## src/rtl/lin_tx_pkg.sv

```systemverilog
package lin_tx_pkg;
  typedef enum logic [1:0] {
    CMD_PLAIN  = 2'd0,
    CMD_BREAK  = 2'd1,
    CMD_HEADER = 2'd2,
    CMD_SPARE  = 2'd3
  } lin_cmd_e;

  localparam int BRK_LOW = 13;

  // number of data bits for a size code; reserved codes fall back to 8
  function automatic int data_bits(input logic [2:0] code);
    case (code)
      3'd1:    return 9;
      3'd5:    return 5;
      3'd6:    return 6;
      3'd7:    return 7;
      default: return 8;
    endcase
  endfunction
endpackage

```

## src/rtl/lin_tx_frame.sv

```systemverilog
module lin_tx_frame
  import lin_tx_pkg::*;
#(
  parameter int MAXD = 9,
  parameter int CW   = MAXD + 4,
  parameter int LW   = 6
) (
  input  logic [MAXD-1:0] data,
  input  logic [2:0]      char_size,
  input  logic            par_en,
  input  logic            par_odd,
  input  logic            two_stop,
  output logic [CW-1:0]   low_mask,
  output logic [LW-1:0]   len
);
  // low_mask bit k = 1 means line bit k is driven low
  int  nb;
  logic par;
  always_comb begin
    nb       = data_bits(char_size);
    par      = par_odd;
    low_mask = '0;
    low_mask[0] = 1'b1;
    for (int i = 0; i < MAXD; i++) begin
      if (i < nb) begin
        low_mask[1+i] = ~data[i];
        par           = par ^ data[i];
      end
    end
    if (par_en) low_mask[1+nb] = ~par;
    len = LW'(2 + nb + int'(par_en) + int'(two_stop));
  end
endmodule

```

## src/rtl/lin_tx_serial.sv

```systemverilog
module lin_tx_serial #(
  parameter int OVS = 4,
  parameter int FW  = 40,
  parameter int LW  = 6
) (
  input  logic          clk,
  input  logic          rst,
  input  logic          baud_tick,
  input  logic          coll_en,
  input  logic          rxd_loop,
  input  logic          ld_valid,
  input  logic [FW-1:0] ld_mask,
  input  logic [LW-1:0] ld_len,
  output logic          ld_take,
  output logic          coll_hit,
  output logic          active,
  output logic          txd
);
  localparam int SW = (OVS > 1) ? $clog2(OVS) : 1;
  localparam logic [SW-1:0] SUB_LAST = SW'(OVS - 1);
  localparam logic [SW-1:0] SUB_MID  = SW'(OVS / 2);

  logic [FW-1:0] shreg;
  logic [LW-1:0] left;
  logic [SW-1:0] sub;
  logic          bit_end;

  assign bit_end  = active && baud_tick && (sub == SUB_LAST);
  assign coll_hit = active && coll_en && baud_tick && (sub == SUB_MID) && (rxd_loop != txd);
  assign ld_take  = ld_valid && !coll_hit && (!active || (bit_end && left == LW'(1)));

  always_ff @(posedge clk) begin
    if (rst) begin
      active <= 1'b0;
      txd    <= 1'b1;
      shreg  <= '0;
      left   <= '0;
      sub    <= '0;
    end else if (coll_hit) begin
      active <= 1'b0;
      txd    <= 1'b1;
      sub    <= '0;
    end else if (ld_take) begin
      shreg  <= ld_mask;
      left   <= ld_len;
      sub    <= '0;
      active <= 1'b1;
      txd    <= ~ld_mask[0];
    end else if (bit_end) begin
      sub <= '0;
      if (left == LW'(1)) begin
        active <= 1'b0;
        txd    <= 1'b1;
      end else begin
        shreg <= shreg >> 1;
        left  <= left - LW'(1);
        txd   <= ~shreg[1];
      end
    end else if (active && baud_tick) begin
      sub <= sub + SW'(1);
    end
  end


  hold_bit_chk: assert property (@(posedge clk) disable iff (rst)
    (active && !baud_tick) |=> $stable(txd));
endmodule

```

## src/rtl/lin_uart_tx.sv

```systemverilog
module lin_uart_tx
  import lin_tx_pkg::*;
#(
  parameter int OVS  = 4,
  parameter int MAXD = 9
) (
  input  logic            clk,
  input  logic            rst,
  input  logic            baud_tick,
  input  logic            en_set,
  input  logic            en_clr,
  input  logic [2:0]      char_size,
  input  logic            par_en,
  input  logic            par_odd,
  input  logic            two_stop,
  input  logic [1:0]      lin_cmd,
  input  logic            coll_en,
  input  logic [MAXD-1:0] in_data,
  input  logic            in_valid,
  output logic            in_ready,
  input  logic            rxd_loop,
  output logic            txd,
  output logic            busy,
  output logic            tx_on,
  output logic            coll_flag
);
  localparam int CW  = MAXD + 4;
  localparam int HDR = BRK_LOW + 1;
  localparam int FW  = HDR + 2 * CW;
  localparam int LW  = $clog2(FW + 1);

  logic [CW-1:0] m_sync, m_dat;
  logic [LW-1:0] l_sync, l_dat;
  logic [FW-1:0] pk_mask, hold_mask;
  logic [LW-1:0] pk_len, hold_len;
  logic          hold_valid, ld_take, coll_hit, active, accept;

  lin_tx_frame #(.MAXD(MAXD), .CW(CW), .LW(LW)) u_sync (
    .data(MAXD'(8'h55)), .char_size(char_size), .par_en(par_en),
    .par_odd(par_odd), .two_stop(two_stop), .low_mask(m_sync), .len(l_sync));

  lin_tx_frame #(.MAXD(MAXD), .CW(CW), .LW(LW)) u_dat (
    .data(in_data), .char_size(char_size), .par_en(par_en),
    .par_odd(par_odd), .two_stop(two_stop), .low_mask(m_dat), .len(l_dat));

  always_comb begin
    case (lin_cmd_e'(lin_cmd))
      CMD_BREAK: begin
        pk_mask = FW'({BRK_LOW{1'b1}});
        pk_len  = LW'(HDR);
      end
      CMD_HEADER: begin
        pk_mask = FW'({BRK_LOW{1'b1}}) | (FW'(m_sync) << HDR)
                | (FW'(m_dat) << (HDR + int'(l_sync)));
        pk_len  = LW'(HDR) + l_sync + l_dat;
      end
      default: begin
        pk_mask = FW'(m_dat);
        pk_len  = l_dat;
      end
    endcase
  end

  assign in_ready = tx_on && !hold_valid && !en_clr;
  assign accept   = in_valid && in_ready;
  assign busy     = active || hold_valid;

  always_ff @(posedge clk) begin
    if (rst) begin
      hold_valid <= 1'b0;
      hold_mask  <= '0;
      hold_len   <= '0;
      tx_on      <= 1'b0;
      coll_flag  <= 1'b0;
    end else begin
      if (coll_hit)     hold_valid <= 1'b0;
      else if (accept) begin
        hold_valid <= 1'b1;
        hold_mask  <= pk_mask;
        hold_len   <= pk_len;
      end else if (ld_take) hold_valid <= 1'b0;

      if (coll_hit)    tx_on <= 1'b0;
      else if (en_clr) tx_on <= 1'b0;
      else if (en_set) tx_on <= 1'b1;

      if (coll_hit)    coll_flag <= 1'b1;
      else if (en_set) coll_flag <= 1'b0;
    end
  end

  lin_tx_serial #(.OVS(OVS), .FW(FW), .LW(LW)) u_ser (
    .clk(clk), .rst(rst), .baud_tick(baud_tick), .coll_en(coll_en),
    .rxd_loop(rxd_loop), .ld_valid(hold_valid), .ld_mask(hold_mask),
    .ld_len(hold_len), .ld_take(ld_take), .coll_hit(coll_hit),
    .active(active), .txd(txd));


  idle_high_chk: assert property (@(posedge clk) disable iff (rst)
    !busy |-> txd);

  hold_keep_chk: assert property (@(posedge clk) disable iff (rst)
    (hold_valid && !ld_take && !coll_hit) |=> hold_valid);

  accept_busy_chk: assert property (@(posedge clk) disable iff (rst)
    (accept && !coll_hit) |=> busy);

  coll_stop_chk: assert property (@(posedge clk) disable iff (rst)
    coll_hit |=> (txd && !tx_on && coll_flag && !busy));

  coll_gate_chk: assert property (@(posedge clk) disable iff (rst)
    $rose(coll_flag) |-> $past(coll_en));
endmodule

```

## config.mk

```make
export PLATFORM = sky130hd
export DESIGN_NAME = lin_uart_tx
export DESIGN_NICKNAME = d
export VERILOG_FILES = /design/src/rtl/lin_tx_pkg.sv /design/src/rtl/lin_tx_frame.sv /design/src/rtl/lin_tx_serial.sv /design/src/rtl/lin_uart_tx.sv
export SDC_FILE = /design/constraint.sdc
export NUM_CORES = 1
export LEC_CHECK = 0
export BUFFER_PORTS_ARGS = -buffer_cell sky130_fd_sc_hd__buf_4
export CELL_PAD_IN_SITES_DETAIL_PLACEMENT = 1
export CELL_PAD_IN_SITES_GLOBAL_PLACEMENT = 1
export CORE_ASPECT_RATIO = 0.8
export CORE_MARGIN = 2
export CORE_UTILIZATION = 46
export DETAILED_ROUTE_END_ITERATION = 10
export PLACE_DENSITY = 0.76
export SETUP_SLACK_MARGIN = 0.3
export SYNTH_ARGS = -nofsm -noshare
export SYNTH_HDL_FRONTEND = slang
export SYNTH_SLANG_ARGS = --single-unit
```

## constraint.sdc

```tcl
create_clock -name clk -period 3.83 [get_ports clk]
set_clock_uncertainty 0.05 [all_clocks]
set_input_delay 0.1915 -clock clk [delete_from_list [all_inputs] [get_ports clk]]
set_output_delay 0.1915 -clock clk [all_outputs]
set_load 0.05 [all_outputs]
```

## After elaboration in Yosys (flattened, before gate mapping)

Cells that the tools add are included.

- Register bits: 99
- Output and inout bits: 5
- Logic and storage cells: 151

- Add/subtract/negate cells: 9
- $lt $le $gt $ge: 11
- Equality and inequality tests: 11
- Shift-type cells: 1
- Mux-type cells: 52
- Bitwise logic cells: 28
- Reductions and logical operators: 29

Operators with widths:

| operator | count |
|---|---|
| two-way mux 40 bit | 3 |
| one-hot mux 40 bit (2 select lines) | 1 |
| bitwise OR 27 x 40 -> 40 bit | 1 |
| left shift 13 x 7 -> 40 bit | 1 |
| two-way mux 1 bit | 38 |
| >= comparator 32 x 1 -> 1 bit, second input constant | 1 |
| less-than comparator 32 x 6 -> 1 bit, second input constant | 1 |
| bitwise mux 13 bit | 2 |
| two-way mux 13 bit | 2 |
| two-way mux 6 bit | 3 |
| NOT 1 bit | 18 |
| less-than comparator 3 x 4 -> 1 bit, first input constant | 4 |
| one-hot mux 4 bit (4 select lines) | 1 |
| logical AND 1 bit | 13 |
| adder 6 x 2 -> 6 bit | 2 |
| one-hot mux 6 bit (2 select lines) | 1 |
| equality test 3 bit, second input constant | 3 |
| bitwise XOR 1 bit | 9 |
| less-than comparator 1 x 4 -> 1 bit, first input constant | 2 |
| less-than comparator 2 x 4 -> 1 bit, first input constant | 2 |
| nonzero test 2 bit | 4 |
| adder 4 x 6 -> 7 bit, first input constant | 1 |
| adder 4 x 6 -> 6 bit, first input constant | 1 |
| adder 6 bit | 1 |
| other kinds (19) | 26 |

## Longest topological paths before layout

Gate-level depths: netlist of run 1.

- Word-level depth: 26
- Mapped depth: 17
- Gate-level depth less buffers: 15

## Cells and area by module

A second synthesis of run 1 with hierarchy kept.

- Cells, all modules: 852
- Area, all modules: 6877.8 um^2

Modules (own cells, without submodules):

| module | instances | cells each | area an instance (um^2) |
|---|---|---|---|
| lin_uart_tx | 1 | 449 | 3647.2 |
| lin_tx_serial | 1 | 280 | 2308.5 |
| lin_tx_frame (u_dat) | 1 | 64 | 490.5 |
| lin_tx_frame (u_sync) | 1 | 59 | 431.7 |

## Worst setup path before layout of run 1

OpenSTA, ideal clock, no wires.

- Path type: register to register
- From: reg tx_on
- To: reg hold_mask[39]
- Library setup time: 0.074 ns
- Arrival: 3.663 ns
- Data required time: 3.706 ns
- Slack: 0.043 ns
- Stages on the path, launching flop included: 8
- Cell sequence: dfxtp_1 -> nor3b_1 -> o311ai_0 -> nor3b_1 -> nand2_1 -> nor3_1 -> a32oi_1 -> a31oi_1

- Word-level cells in the longest chain between the ends: 4

Ends and longest elaborated chain:

| element | RTL line | text |
|---|---|---|
| start: declaration | lin_uart_tx.sv:24 | `output logic tx_on,` |
| start signal: assignment | lin_uart_tx.sv:73 | `tx_on <= 1'b0;` |
| start signal: assignment | lin_uart_tx.sv:83 | `if (coll_hit) tx_on <= 1'b0;` |
| start signal: assignment | lin_uart_tx.sv:84 | `else if (en_clr) tx_on <= 1'b0;` |
| logical AND 1 bit (2 in series) | lin_uart_tx.sv:64 | `assign in_ready = tx_on && !hold_valid && !en_clr;` |
| net in_ready | lin_uart_tx.sv:20 | `output logic in_ready,` |
| logical AND 1 bit | lin_uart_tx.sv:65 | `assign accept = in_valid && in_ready;` |
| AND reduction 2 bit (no source line) | n/a |  |
| end signal: assignment | lin_uart_tx.sv:79 | `hold_mask <= pk_mask;` |
| end: declaration | lin_uart_tx.sv:34 | `logic [FW-1:0] pk_mask, hold_mask;` |

The timed path passes the listed nets, and every way through them passes these cells.
A chain may end at the register's enable or synchronous reset.

## Worst setup path in the final report of run 1

- From: in char_size[1]
- To: reg hold_mask[15]

- Word-level cells in the longest chain between the ends: 26
- Elaborated cells between the ends (all ways): 66
- Those cells by class: 5 x add/sub; 11 x order compare; 4 x eq/ne; 1 x shift; 30 x mux; 14 x bitwise; 1 x reduce/logical

Ends and longest elaborated chain:

| element | RTL line | text |
|---|---|---|
| start: declaration | lin_uart_tx.sv:12 | `input logic [2:0] char_size,` |
| equality test 3 bit / equality test 3 x 1 -> 1 bit (equally long branches) | lin_tx_pkg.sv:13 | `case (code)` |
| one-hot mux 4 bit (4 select lines) * | lin_tx_pkg.sv:13 |  |
| less-than comparator 1 x 4 -> 1 bit | lin_tx_frame.sv:25 | `if (i < nb) begin` |
| two-way mux 1 bit | lin_tx_frame.sv:25 |  |
| bitwise XOR 1 bit | lin_tx_frame.sv:27 | `par = par ^ data[i];` |
| two-way mux 1 bit | lin_tx_frame.sv:25 |  |
| bitwise XOR 1 bit | lin_tx_frame.sv:27 |  |
| two-way mux 1 bit | lin_tx_frame.sv:25 |  |
| [10 not listed] | n/a |  |
| bitwise XOR 1 bit | lin_tx_frame.sv:27 |  |
| two-way mux 1 bit | lin_tx_frame.sv:25 |  |
| NOT 1 bit | lin_tx_frame.sv:30 | `if (par_en) low_mask[1+nb] = ~par;` |
| bitwise mux 13 bit | lin_tx_frame.sv:30 |  |
| two-way mux 13 bit | lin_tx_frame.sv:30 |  |
| left shift 13 x 7 -> 40 bit | lin_uart_tx.sv:54 | `\| (FW'(m_dat) << (HDR + int'(l_sync)));` |
| bitwise OR 27 x 40 -> 40 bit * | lin_uart_tx.sv:54 |  |
| one-hot mux 40 bit (2 select lines) * | lin_uart_tx.sv:47 | `case (lin_cmd_e'(lin_cmd))` |

Mark *: on every way between the ends. The rest lies on a longest branch, timed or not.

==> reports/metrics.sh, run 1 <==
RUN_STATUS='finished, final reports clean'
GRT_REMAINING_OVERFLOW=0
TIMING.REG2REG.SETUP_SLACK_NS=1.12
CRIT_REQUIRED_NS=4.01
SYNTH_WARNINGS=0
GRT_MAX_DEGREE=69
HOLD_WORST_PATH_END='tx_on$_SDFFE_PP0P_'
DRT-WIRELENGTH-PER-CELL_UM=21.39
UNREPAIRED_SETUP_ENDPOINTS_AFTER_GLOBAL_ROUTING='false'
ASYNCSETRESETFLOPFRACSYNTH_PCT=0
WHS_PATH_DEPTH=3
ROW_COUNT=35
PATH_CLK_SLEW_NS=0.07
VIA_COUNT_OF_THE_FIRST_GLOBAL_ROUTING_PASS=5294
START_UTIL_PCT=47.53
PATH_CELLS='buf_4 > inv_1 > o21ai_0 > fa_1 > inv_1 > ha_1 > nand2b_1 > nand2_1 > ha_1 > inv_1 > a32o_1 > or2_2 > a22oi_1 > o21ai_1'
WIRE_LENGTH_OF_THE_FIRST_GLOBAL_ROUTING_PASS_MM=28.71
TIMING.FMAX_GHz=0.3066
UTILIZATION_PCT=52.95
YOSYS.CELL_TYPES.COUNT=80
REG2REGPATHDEPTH=9
CORE-AREA_UM2=11650
PERIOD_SHARE_PCT=85.16
SYNTH_NETS=728
VIAS=5448
IO_PINS=30
CRIT_FANOUT=13
SYNTH-EDFF-COUNT=0
CRITICALPATHCATEGORY='primary input to flop'
PATH_COMMON_CELL='inv_1'
DESIGN_POWER_TOTAL_mW=2.626
CTS_SETUP_BUFFERS=0
SYNTH_LARGEST_AREA_CELL='dfxtp_1'
TOP_REG_CELL_SYNTH='dfxtp_1'
DETAIL_ROUTE.VIAS_PER_CELL=6.387
MAX_SLEW_MARGIN_PCT=47.12
SETUP.WORST_PATH.END_CLASS='flop'
SYNTH.YOSYS.SEQ_AREA_SHARE_PCT=35.44
FP.DIEW_UM=126.7
SYNTH-SEQ-CELLS=98
CTS_TREE='done'
SYNTHCELLS=691
NUMBER_OF_ANTENNA_VIOLATIONS_AT_THE_FIRST_CHECK_IN_GLOBAL_ROUTING=0
SLOWEST_CP_CELL='ha_1'
TRITONCTS_NUM_SINKS=98
SYNTH_LARGEST_TYPE_AREA_FRACTION_PCT=35.44
SYNTHTOLAYOUTAREAGROWTH_PCT=11.41
GP_ROUTABILITY_CONGESTION=0.9726
POWER_DENSITY_nW_PER_UM2=425.8
WORST_HOLD_PATH_TYPE='primary input to flop'
NUM-NETS-FINAL=737
TIMING.FINAL.CRIT_PERIOD_NS=3.261
SYNTHESIZED_AREA_UM2=5537
MAXSLEWVIOLCOUNT=0
CP_SLOWEST_STAGE_DELAY_NS=0.56
DETAIL_ROUTE.WIRELENGTH_MM=18.24
DRC_ERRORS=0
WORST_R2R_ENDPOINT='u_ser.shreg[37]$_SDFFE_PP0P_'
MAX_SLEW.WORST_PIN.SLEW_NS=0.7902
HOLD_PATH.STARTPOINT='en_set'
CTS-RESIZED-GATES=0
POWER.LEAKAGE_nW=2.199
CLOCK_TREE.BUFFER_DEPTH=2
CLOCK_TREE.HTREE_LEVEL_COUNT=3
REG2REG_FROM='u_ser.sub[0]$_SDFFE_PP0P_'
DESIGN.DIE.AREA_UM2=12940
SETUP_TOTAL_NEGATIVE_SLACK_NS=0
NUMBER_OF_PORT_BUFFERS=29
DRT_PASS1_ITERATIONS=5
FIRST_ITER_VIOLATIONS=425
HPWLAFTERDP_MM=13.03
CAP_VIOLATIONS=0
GRT.TOTAL_USAGE_PCT=28.41
POST_SYNTH_MAIN_AREA_CONTRIBUTORS='dfxtp_1 35%, a21oi_1 6.7%, nand2_1 6.2%'
NFILLCELLS=1434
HOLD_VIOL=0
SETUP_VIOL_COUNT_FINAL=0
FP.DIEH_UM=102.1
N_ANTENNA_CELL=0
TRITONCTS.NUM_BUFFERS=9
MOSTFREQUENTLAYOUTCELLS='98 x dfxtp_1, 92 x nand2_1, 74 x a21oi_1'
WORST_VOLTAGE_DROP_ACROSS_THE_VDD_GRID_mV=0.2114
DRIVE_ABOVE_1_SHARE_PCT=14.18
STARTPOINT_CLASS_OF_THE_CRITICAL_PATH='primary input'
MOSTFREQUENTLAYOUTCELL='dfxtp_1'
CTSROOTBUFFERMASTER='clkbuf_16'
CRITICAL_PATH_ARRIVAL_NS=3.44
SYNTHESIS.AREA_PER_INSTANCE_UM2=8.012
CTS_HOLD_REPAIR.BUFFERS=1
STARTPOINT='char_size[1]'
WORST_SKEW_PAIR.LATE_LATENCY_NS=0.35
ANT_NETS=0
[report_power, final]
group	switching, mW	internal [mW]
Sequential	0.00571	1.03
Clock	0.429	0.473
Combinational	0.462	0.232
Total	0.897	1.73
[cells by family after synthesis]
group | synth area share [%]
adders and majority gates | 2.847
and+or+nand+nor | 19.71
muxes | 1.695
DFF | 35.43
buffers and inverters | 5.740
xor gates and xnor gates | 4.317
AOI/OAI and AO/OA | 30.26
[cells in the mapped netlist, types with 3 or more instances]
| cell type | n |
|---|---|
| nor4_1 | 5 |
| nand4_1 | 5 |
| o31ai_1 | 4 |
| inv_1 | 19 |
| a31oi_1 | 12 |
| nor2b_1 | 5 |
| and3_1 | 5 |
| a22oi_1 | 44 |
| xor2_1 | 6 |
| o21a_1 | 3 |
| dfxtp_1 | 98 |
| o21ai_0 | 26 |
| ha_1 | 11 |
| a221oi_1 | 4 |
| nand3_1 | 18 |
| buf_2 | 3 |
| a21o_1 | 3 |
| a21oi_1 | 74 |
| nor2_1 | 63 |
| buf_4 | 8 |
| clkbuf_1 | 36 |
| mux2_2 | 3 |
| mux2i_1 | 6 |
| a32oi_1 | 4 |
| xnor2_1 | 8 |
| o22ai_1 | 6 |
| nand2b_1 | 10 |
| or2_2 | 4 |
| nor3_1 | 19 |
| o21ai_1 | 6 |
| a311oi_1 | 7 |
| nand2_1 | 92 |
| a211oi_1 | 11 |
[worst max-delay path, delay by kind of cell]
kind | cells | cell delay, ns
compound gates | 4 | 0.81
buf+inv | 4 | 0.67
simple gates | 3 | 0.59
fa+ha+maj | 3 | 1.17
[how the worst max path moves through the flow]
stage	endpoint	slack [ns]
after floorplan	hold_mask[21]$_SDFFE_PP0P_	0.41
after global routing	hold_mask[34]$_SDFFE_PP0P_	0.37
after detailed placement	hold_mask[15]$_SDFFE_PP0P_	0.23
after CTS	hold_mask[15]$_SDFFE_PP0P_	0.58
final	hold_mask[15]$_SDFFE_PP0P_	0.57
after global placement	hold_mask[15]$_SDFFE_PP0P_	0.36
[metal layers]
layer	share of wire (%)	GRT usage, %	vias to the layer above
met1	47	39.88	2659
met4	2.7	10.14	0
met3	6.6	5.864	46
li1	-	-	2554
met2	43	43.74	189
met5	0	0	-
[layout make-up]
class | count | area (um^2) | area share (%)
multi-input combinational | 522 | 3277 | 53.12
sequential | 98 | 1962 | 31.81
timing repair buffer | 50 | 377.9 | 6.126
clock buffer | 10 | 239.0 | 3.874
tap | 148 | 185.2 | 3.002
inverter | 19 | 71.32 | 1.156
clock inverter | 6 | 56.30 | 0.9128
[registers in the layout, summed over array words and instances (netlist names)]
register	cells
coll_flag	1
hold_mask	40
u_ser.left	6
hold_valid	1
u_ser.sub	2
tx_on	1
u_ser.shreg	39
u_ser.txd	1
hold_len	6
u_ser.active	1
[per-stage QoR]
stage                     worst slack [ns]  hold WS [ns]  std cells  area [um^2]
after floorplan                     0.4130        0.2208        691         5542
after global routing                0.3664       0.07091        853         6168
after detailed placement            0.2328        0.3364        836         5863
final                               0.5685       0.06775        853         6168
after global placement              0.3633        0.3279        836         5863
after CTS                           0.5784       0.06402        853         6168
(Power assumes the default switching activity.)
==> run 2: changes to the inputs <==
--- a/config.mk
+++ b/config.mk
@@ -12,7 +12,7 @@
 export CORE_MARGIN = 2
 export CORE_UTILIZATION = 46
 export DETAILED_ROUTE_END_ITERATION = 10
-export PLACE_DENSITY = 0.76
+export PLACE_DENSITY_LB_ADDON = 0.1
 export SETUP_SLACK_MARGIN = 0.3
 export SYNTH_ARGS = -nofsm -noshare
 export SYNTH_HDL_FRONTEND = slang
==> run 2 against run 1 <==
Against the previous run: worst setup slack worse by 0.015 ns; largest power group unchanged; largest cell class unchanged; count of clock-buffer cells in the layout unchanged; wire length up 0.22%; critical path type unchanged; die area is the same; via count is 1.1% lower; fmax decreased by 0.45%; worst hold slack worse by 0.0074 ns; sequential share of layout area decreased by 0.18 points; critical path depth up 2; highest routed layer unchanged; non-clock buffer count rose by 2; final cell count rose by 0.23%; first-iteration DRC count grew 37%.
==> reports/metrics.sh, run 2 (synthesis gave the netlist of run 1 again) <==
PERIOD_SHARE_PCT=85.54
START_UTIL_PCT=47.53
REG2REG_FROM='u_ser.sub[0]$_SDFFE_PP0P_'
CLOCK_TREE.BUFFER_DEPTH=2
WORST_SKEW_PAIR.LATE_LATENCY_NS=0.35
ROW_COUNT=35
CTS_TREE='done'
MOSTFREQUENTLAYOUTCELLS='98 x dfxtp_1, 92 x nand2_1, 74 x a21oi_1'
LARGEST_REGISTERS='hold_mask x40, u_ser.shreg x39'
MAX_SLEW_MARGIN_PCT=48.86
MAX_SLEW.WORST_PIN.SLEW_NS=0.7643
TRITONCTS_NUM_SINKS=98
GRT_MAX_DEGREE=49
LARGEST_REG_FLOPS=40
DESIGN.DIE.AREA_UM2=12940
HOLD_VIOL=0
CAP_VIOLATIONS=0
CRIT_REQUIRED_NS=4.01
NFILLCELLS=1423
CTSROOTBUFFERMASTER='clkbuf_16'
STARTPOINT='char_size[1]'
VIA_COUNT_OF_THE_FIRST_GLOBAL_ROUTING_PASS=5334
DRIVE_ABOVE_1_SHARE_PCT=14.29
TIMING.FINAL.CRIT_PERIOD_NS=3.276
VIAS=5388
FIN_AREA_UM2=6203
NUM-NETS-FINAL=739
POWER.LEAKAGE_nW=2.212
REG_WITH_MOST_FFS='hold_mask'
TIMING.FMAX_GHz=0.3052
PATH_CLK_SLEW_NS=0.07
SETUP_VIOL_COUNT_FINAL=0
SETUP_SLACK_NS=0.5538
MAXSLEWVIOLCOUNT=0
SYNTHTOLAYOUTAREAGROWTH_PCT=12.05
HOLD_PATH.STARTPOINT='en_set'
IO_PINS=30
FP.DIEH_UM=102.1
ANT_NETS=0
FIRST_ITER_VIOLATIONS=584
SETUP.WORST_PATH.END_CLASS='flop'
DETAIL_ROUTE.WIRELENGTH_MM=18.28
NUMBER_OF_PORT_BUFFERS=29
POST_DP_CELL_AREA_UM2=5891
NUMBER_OF_ANTENNA_VIOLATIONS_AT_THE_FIRST_CHECK_IN_GLOBAL_ROUTING=0
GRT.TOTAL_USAGE_PCT=28.87
FP.DIEW_UM=126.7
HPWLAFTERDP_MM=13.37
TRITONCTS.NUM_BUFFERS=9
CORE-AREA_UM2=11650
CLOCK_TREE.HTREE_LEVEL_COUNT=3
CTS_SETUP_BUFFERS=0
STARTPOINT_CLASS_OF_THE_CRITICAL_PATH='primary input'
DRT-WIRELENGTH-PER-CELL_UM=21.38
POWER_DENSITY_nW_PER_UM2=432.9
WIRE_LENGTH_OF_THE_FIRST_GLOBAL_ROUTING_PASS_MM=29.10
WORST_VOLTAGE_DROP_ACROSS_THE_VDD_GRID_mV=0.2444
GRT_REMAINING_OVERFLOW=0
DPL_WORST_SLACK_NS=0.2448
MOSTFREQUENTLAYOUTCELL='dfxtp_1'
CRIT_FANOUT=21
GP_ROUTABILITY_CONGESTION=0.9649
WORST_HOLD_PATH_TYPE='primary input to flop'
CRITICAL_PATH_ARRIVAL_NS=3.46
CTS-RESIZED-GATES=0
UNREPAIRED_SETUP_ENDPOINTS_AFTER_GLOBAL_ROUTING='false'
N_ANTENNA_CELL=0
CTS_HOLD_REPAIR.BUFFERS=1
DRT_PASS1_ITERATIONS=5
DRC_ERRORS=0
CRITICALPATHCATEGORY='primary input to flop'
UTILIZATION_PCT=53.25
RUN_STATUS='finished, final reports clean'
DETAIL_ROUTE.VIAS_PER_CELL=6.302
SETUP_TOTAL_NEGATIVE_SLACK_NS=0
[run 2: changes by cell type in the layout (fill, tap and decap cells not counted), sizes merged]
cell | previous run | this run
clkinv | 2 | 1
buf | 49 | 51
bufinv | 0 | 1
inv | 22 | 21
clkinvlp | 1 | 2
[run 2: path summary, 6_finish.rpt]
kind                                  end  slack, ns  cells after the start
max reg2reg    hold_mask[17]$_SDFFE_PP0P_       1.19                     11
min reg2reg  u_ser.shreg[25]$_SDFFE_PP0P_       0.41                      2
min                coll_flag$_SDFFE_PP0P_       0.06                      3
max            hold_mask[15]$_SDFFE_PP0P_       0.55                     16
[run 2: cell type report]
cell class | instances | area [um^2] | share of cell area, %
clock buffer | 10 | 229.0 | 3.691
sequential | 98 | 1962 | 31.63
inverter | 19 | 71.32 | 1.150
timing repair buffer | 52 | 405.4 | 6.535
tap | 148 | 185.2 | 2.985
multi-input combinational | 522 | 3277 | 52.82
clock inverter | 6 | 73.82 | 1.190
[run 2: critical path, cell delays in order]
cell and delay (ns):
buf_4 0.16, inv_1 0.10, o21ai_0 0.12, fa_1 0.46, inv_1 0.10, ha_1 0.19, nand2b_1 0.16, nand2_1 0.16
ha_1 0.46, buf_12 0.21, o21ai_0 0.12, nor2_1 0.07, a32o_1 0.27, or2_2 0.29, a22oi_1 0.28, o21ai_1 0.11
[run 2: metrics by stage]
| step | hold slack [ns] | cells | total power [mW] |
|---|---|---|---|
| final | 0.06031 | 855 | 2.685 |
| after global routing | 0.06780 | 855 | 2.791 |
| after CTS | 0.05384 | 855 | 2.684 |
| after detailed placement | 0.3466 | 838 | 1.750 |
| after global placement | 0.3266 | 838 | 1.736 |
| after floorplan | 0.2208 | 691 | 1.540 |
[run 2: where the power goes]
| group | internal (mW) | switching (mW) |
|---|---|---|
| clock | 0.515 | 0.425 |
| combinational | 0.245 | 0.468 |
| sequential | 1.03 | 0.00611 |
| total | 1.79 | 0.899 |
[run 2: per-layer routing]
| metal | vias to the layer above | routed length (um) | global-route usage [%] |
|---|---|---|---|
| met3 | 22 | 1377 | 6.283 |
| met4 | 0 | 226 | 6.509 |
| li1 | 2554 | - | - |
| met5 | - | 0 | 0 |
| met2 | 184 | 8495 | 48.02 |
| met1 | 2628 | 8184 | 39.02 |
==> run 3: changes to the inputs <==
==> constraint.sdc (replaced) <==
create_clock -name clk -period 3.83 [get_ports clk]
set_clock_uncertainty 0.05 [all_clocks]
set_input_delay 0.9575 -clock clk [delete_from_list [all_inputs] [get_ports clk]]
set_output_delay 0.9575 -clock clk [all_outputs]
set_load 0.02 [all_outputs]
==> run 3 against run 2 <==
Against the previous run: highest routed layer unchanged; final cell count up 2.7%; die area unchanged; total power rose by 2.5%; worst setup slack got worse by 0.22 ns; clock power is 6.8% lower; flip-flop and latch count unchanged; first-iteration DRC count decreased by 32%; combinational power up 18%; fmax decreased by 6.3%.
==> reports/metrics.sh, run 3 (synthesis gave the netlist of run 1 again) <==
WIRE_LENGTH_OF_THE_FIRST_GLOBAL_ROUTING_PASS_MM=29.88
REG2REGPATHDEPTH=8
MAXSLEWVIOLCOUNT=0
START_UTIL_PCT=47.53
TIMING.FMAX_GHz=0.2859
SETUP_TOTAL_NEGATIVE_SLACK_NS=0
HOLD_VIOL=0
GRT_REMAINING_OVERFLOW=0
NFILLCELLS=1406
TIMING.FINAL.CRIT_PERIOD_NS=3.498
IO_PINS=30
CLOCK_TREE.HTREE_LEVEL_COUNT=3
FIN_AREA_UM2=6505
DPL_WORST_SLACK_NS=-0.09648
WORST_VOLTAGE_DROP_ACROSS_THE_VDD_GRID_mV=0.2329
CRITICALPATHCATEGORY='primary input to flop'
FP.DIEH_UM=102.1
SYNTHTOLAYOUTAREAGROWTH_PCT=17.49
DRC_ERRORS=0
UNREPAIRED_SETUP_ENDPOINTS_AFTER_GLOBAL_ROUTING='true'
MOSTFREQUENTLAYOUTCELL='dfxtp_1'
NUMBER_OF_ANTENNA_VIOLATIONS_AT_THE_FIRST_CHECK_IN_GLOBAL_ROUTING=1
LARGEST_REGISTERS='hold_mask x40, u_ser.shreg x39'
PERIOD_SHARE_PCT=91.33
CRIT_REQUIRED_NS=3.99
ANT_NETS=0
DETAIL_ROUTE.WIRELENGTH_MM=18.96
VIA_COUNT_OF_THE_FIRST_GLOBAL_ROUTING_PASS=5446
CRITICAL_PATH_ARRIVAL_NS=3.65
ROW_COUNT=35
MOSTFREQUENTLAYOUTCELLS='98 x dfxtp_1, 91 x nand2_1, 73 x a21oi_1'
DRT-WIRELENGTH-PER-CELL_UM=21.60
LARGEST_REG_FLOPS=40
DESIGN.DIE.AREA_UM2=12940
POWER.LEAKAGE_nW=2.347
NUMBER_OF_PORT_BUFFERS=29
RUN_STATUS='finished, final reports clean'
WORST_SKEW_PAIR.LATE_LATENCY_NS=0.35
GRT.TOTAL_USAGE_PCT=29.50
TRITONCTS_NUM_SINKS=98
TRITONCTS.NUM_BUFFERS=9
GP_ROUTABILITY_CONGESTION=0.9094
WORST_HOLD_PATH_TYPE='flop to flop'
GRT_MAX_DEGREE=62
DRIVE_ABOVE_1_SHARE_PCT=20.14
SETUP_VIOL_COUNT_FINAL=0
NUM-NETS-FINAL=762
VIAS=5556
N_ANTENNA_CELL=0
CTS_TREE='done'
DETAIL_ROUTE.VIAS_PER_CELL=6.328
SETUP_SLACK_NS=0.3321
DRT_PASS1_ITERATIONS=4
REG_WITH_MOST_FFS='hold_mask'
CRIT_FANOUT=10
SETUP.WORST_PATH.END_CLASS='flop'
FP.DIEW_UM=126.7
CTSROOTBUFFERMASTER='clkbuf_16'
STARTPOINT_CLASS_OF_THE_CRITICAL_PATH='primary input'
HPWLAFTERDP_MM=13.63
CORE-AREA_UM2=11650
MAX_SLEW.WORST_PIN.SLEW_NS=0.8800
WHS_PATH_DEPTH=2
CLOCK_TREE.BUFFER_DEPTH=2
MAX_SLEW_MARGIN_PCT=41.11
CAP_VIOLATIONS=0
FIRST_ITER_VIOLATIONS=397
PATH_CLK_SLEW_NS=0.07
POWER_DENSITY_nW_PER_UM2=423.0
POST_DP_CELL_AREA_UM2=6078
-- run 3: cell types whose count changed in the layout (fill, tap and decap cells not counted), moves of 2 or more --
cell     change
inv_1        -4
ha_4         +2
o21ai_0      -3
ha_1         -3
buf_6        +3
inv_2        +3
buf_4       +21
o21ai_1      +2
-- run 3: path summary, 6_finish.rpt --
check / from / slack (ns) / end
worst min register to register: hold_len[0]$_SDFFE_PP0P_ / 0.41 / hold_len[0]$_SDFFE_PP0P_
worst min-delay path: hold_len[0]$_SDFFE_PP0P_ / 0.41 / hold_len[0]$_SDFFE_PP0P_
worst max register to register: hold_valid$_SDFFE_PP0P_ / 1.22 / hold_mask[38]$_SDFFE_PP0P_
worst max-delay path: char_size[1] / 0.33 / hold_mask[13]$_SDFFE_PP0P_
-- run 3: cell type report --
type	count	area (um^2)	area share [%]
multi-input combinational	523	3430	52.72
sequential	98	1962	30.16
timing repair buffer	74	566.8	8.713
clock buffer	9	225.2	3.462
tap	148	185.2	2.847
inverter	19	75.07	1.154
clock inverter	7	61.31	0.9425
-- run 3: what timing repair did --
action                     in CTS  in global routing
pin swaps                       0                  3
resized for setup               1                 16
cloned                          0                  1
setup endpoints to repair       2                 17
setup buffers                   0                  4
hold buffers                    0                  0
-- run 3: critical path, cell delays in order --
cell	delay, ns
buf_4	0.13
buf_4	0.15
and3_2	0.27
a22o_1	0.21
xnor3_2	0.56
xnor2_4	0.23
a311oi_4	0.42
nor3_2	0.12
nor4_2	0.41
o21ai_0	0.18
-- run 3: where the power goes --
part	switching, mW	internal (mW)
Clock	0.424	0.453
Sequential	0.00611	1.03
Combinational	0.526	0.316
-- run 3: per-layer routing --
layer  global-route usage, %  wire (um)  vias to the layer above
li1                        -          -                     2615
met4                   9.045        371                        0
met1                   39.56       8891                     2748
met2                   48.61       8670                      161
met5                       0          0                        -
met3                   5.969       1028                       32
-- run 3: per-stage QoR --
stage          utilization [%]  power (mW)  hold WS, ns  instances
2_1_floorplan                -       1.566       0.3750        691
3_3_place_gp             52.18       1.789       0.3932        857
3_5_place_dp             52.18       1.805       0.4004        857
4_1_cts                  54.69       2.682       0.4098        873
5_1_grt                  55.84       2.867       0.4292        878
6_report                 55.84       2.751       0.4068        878
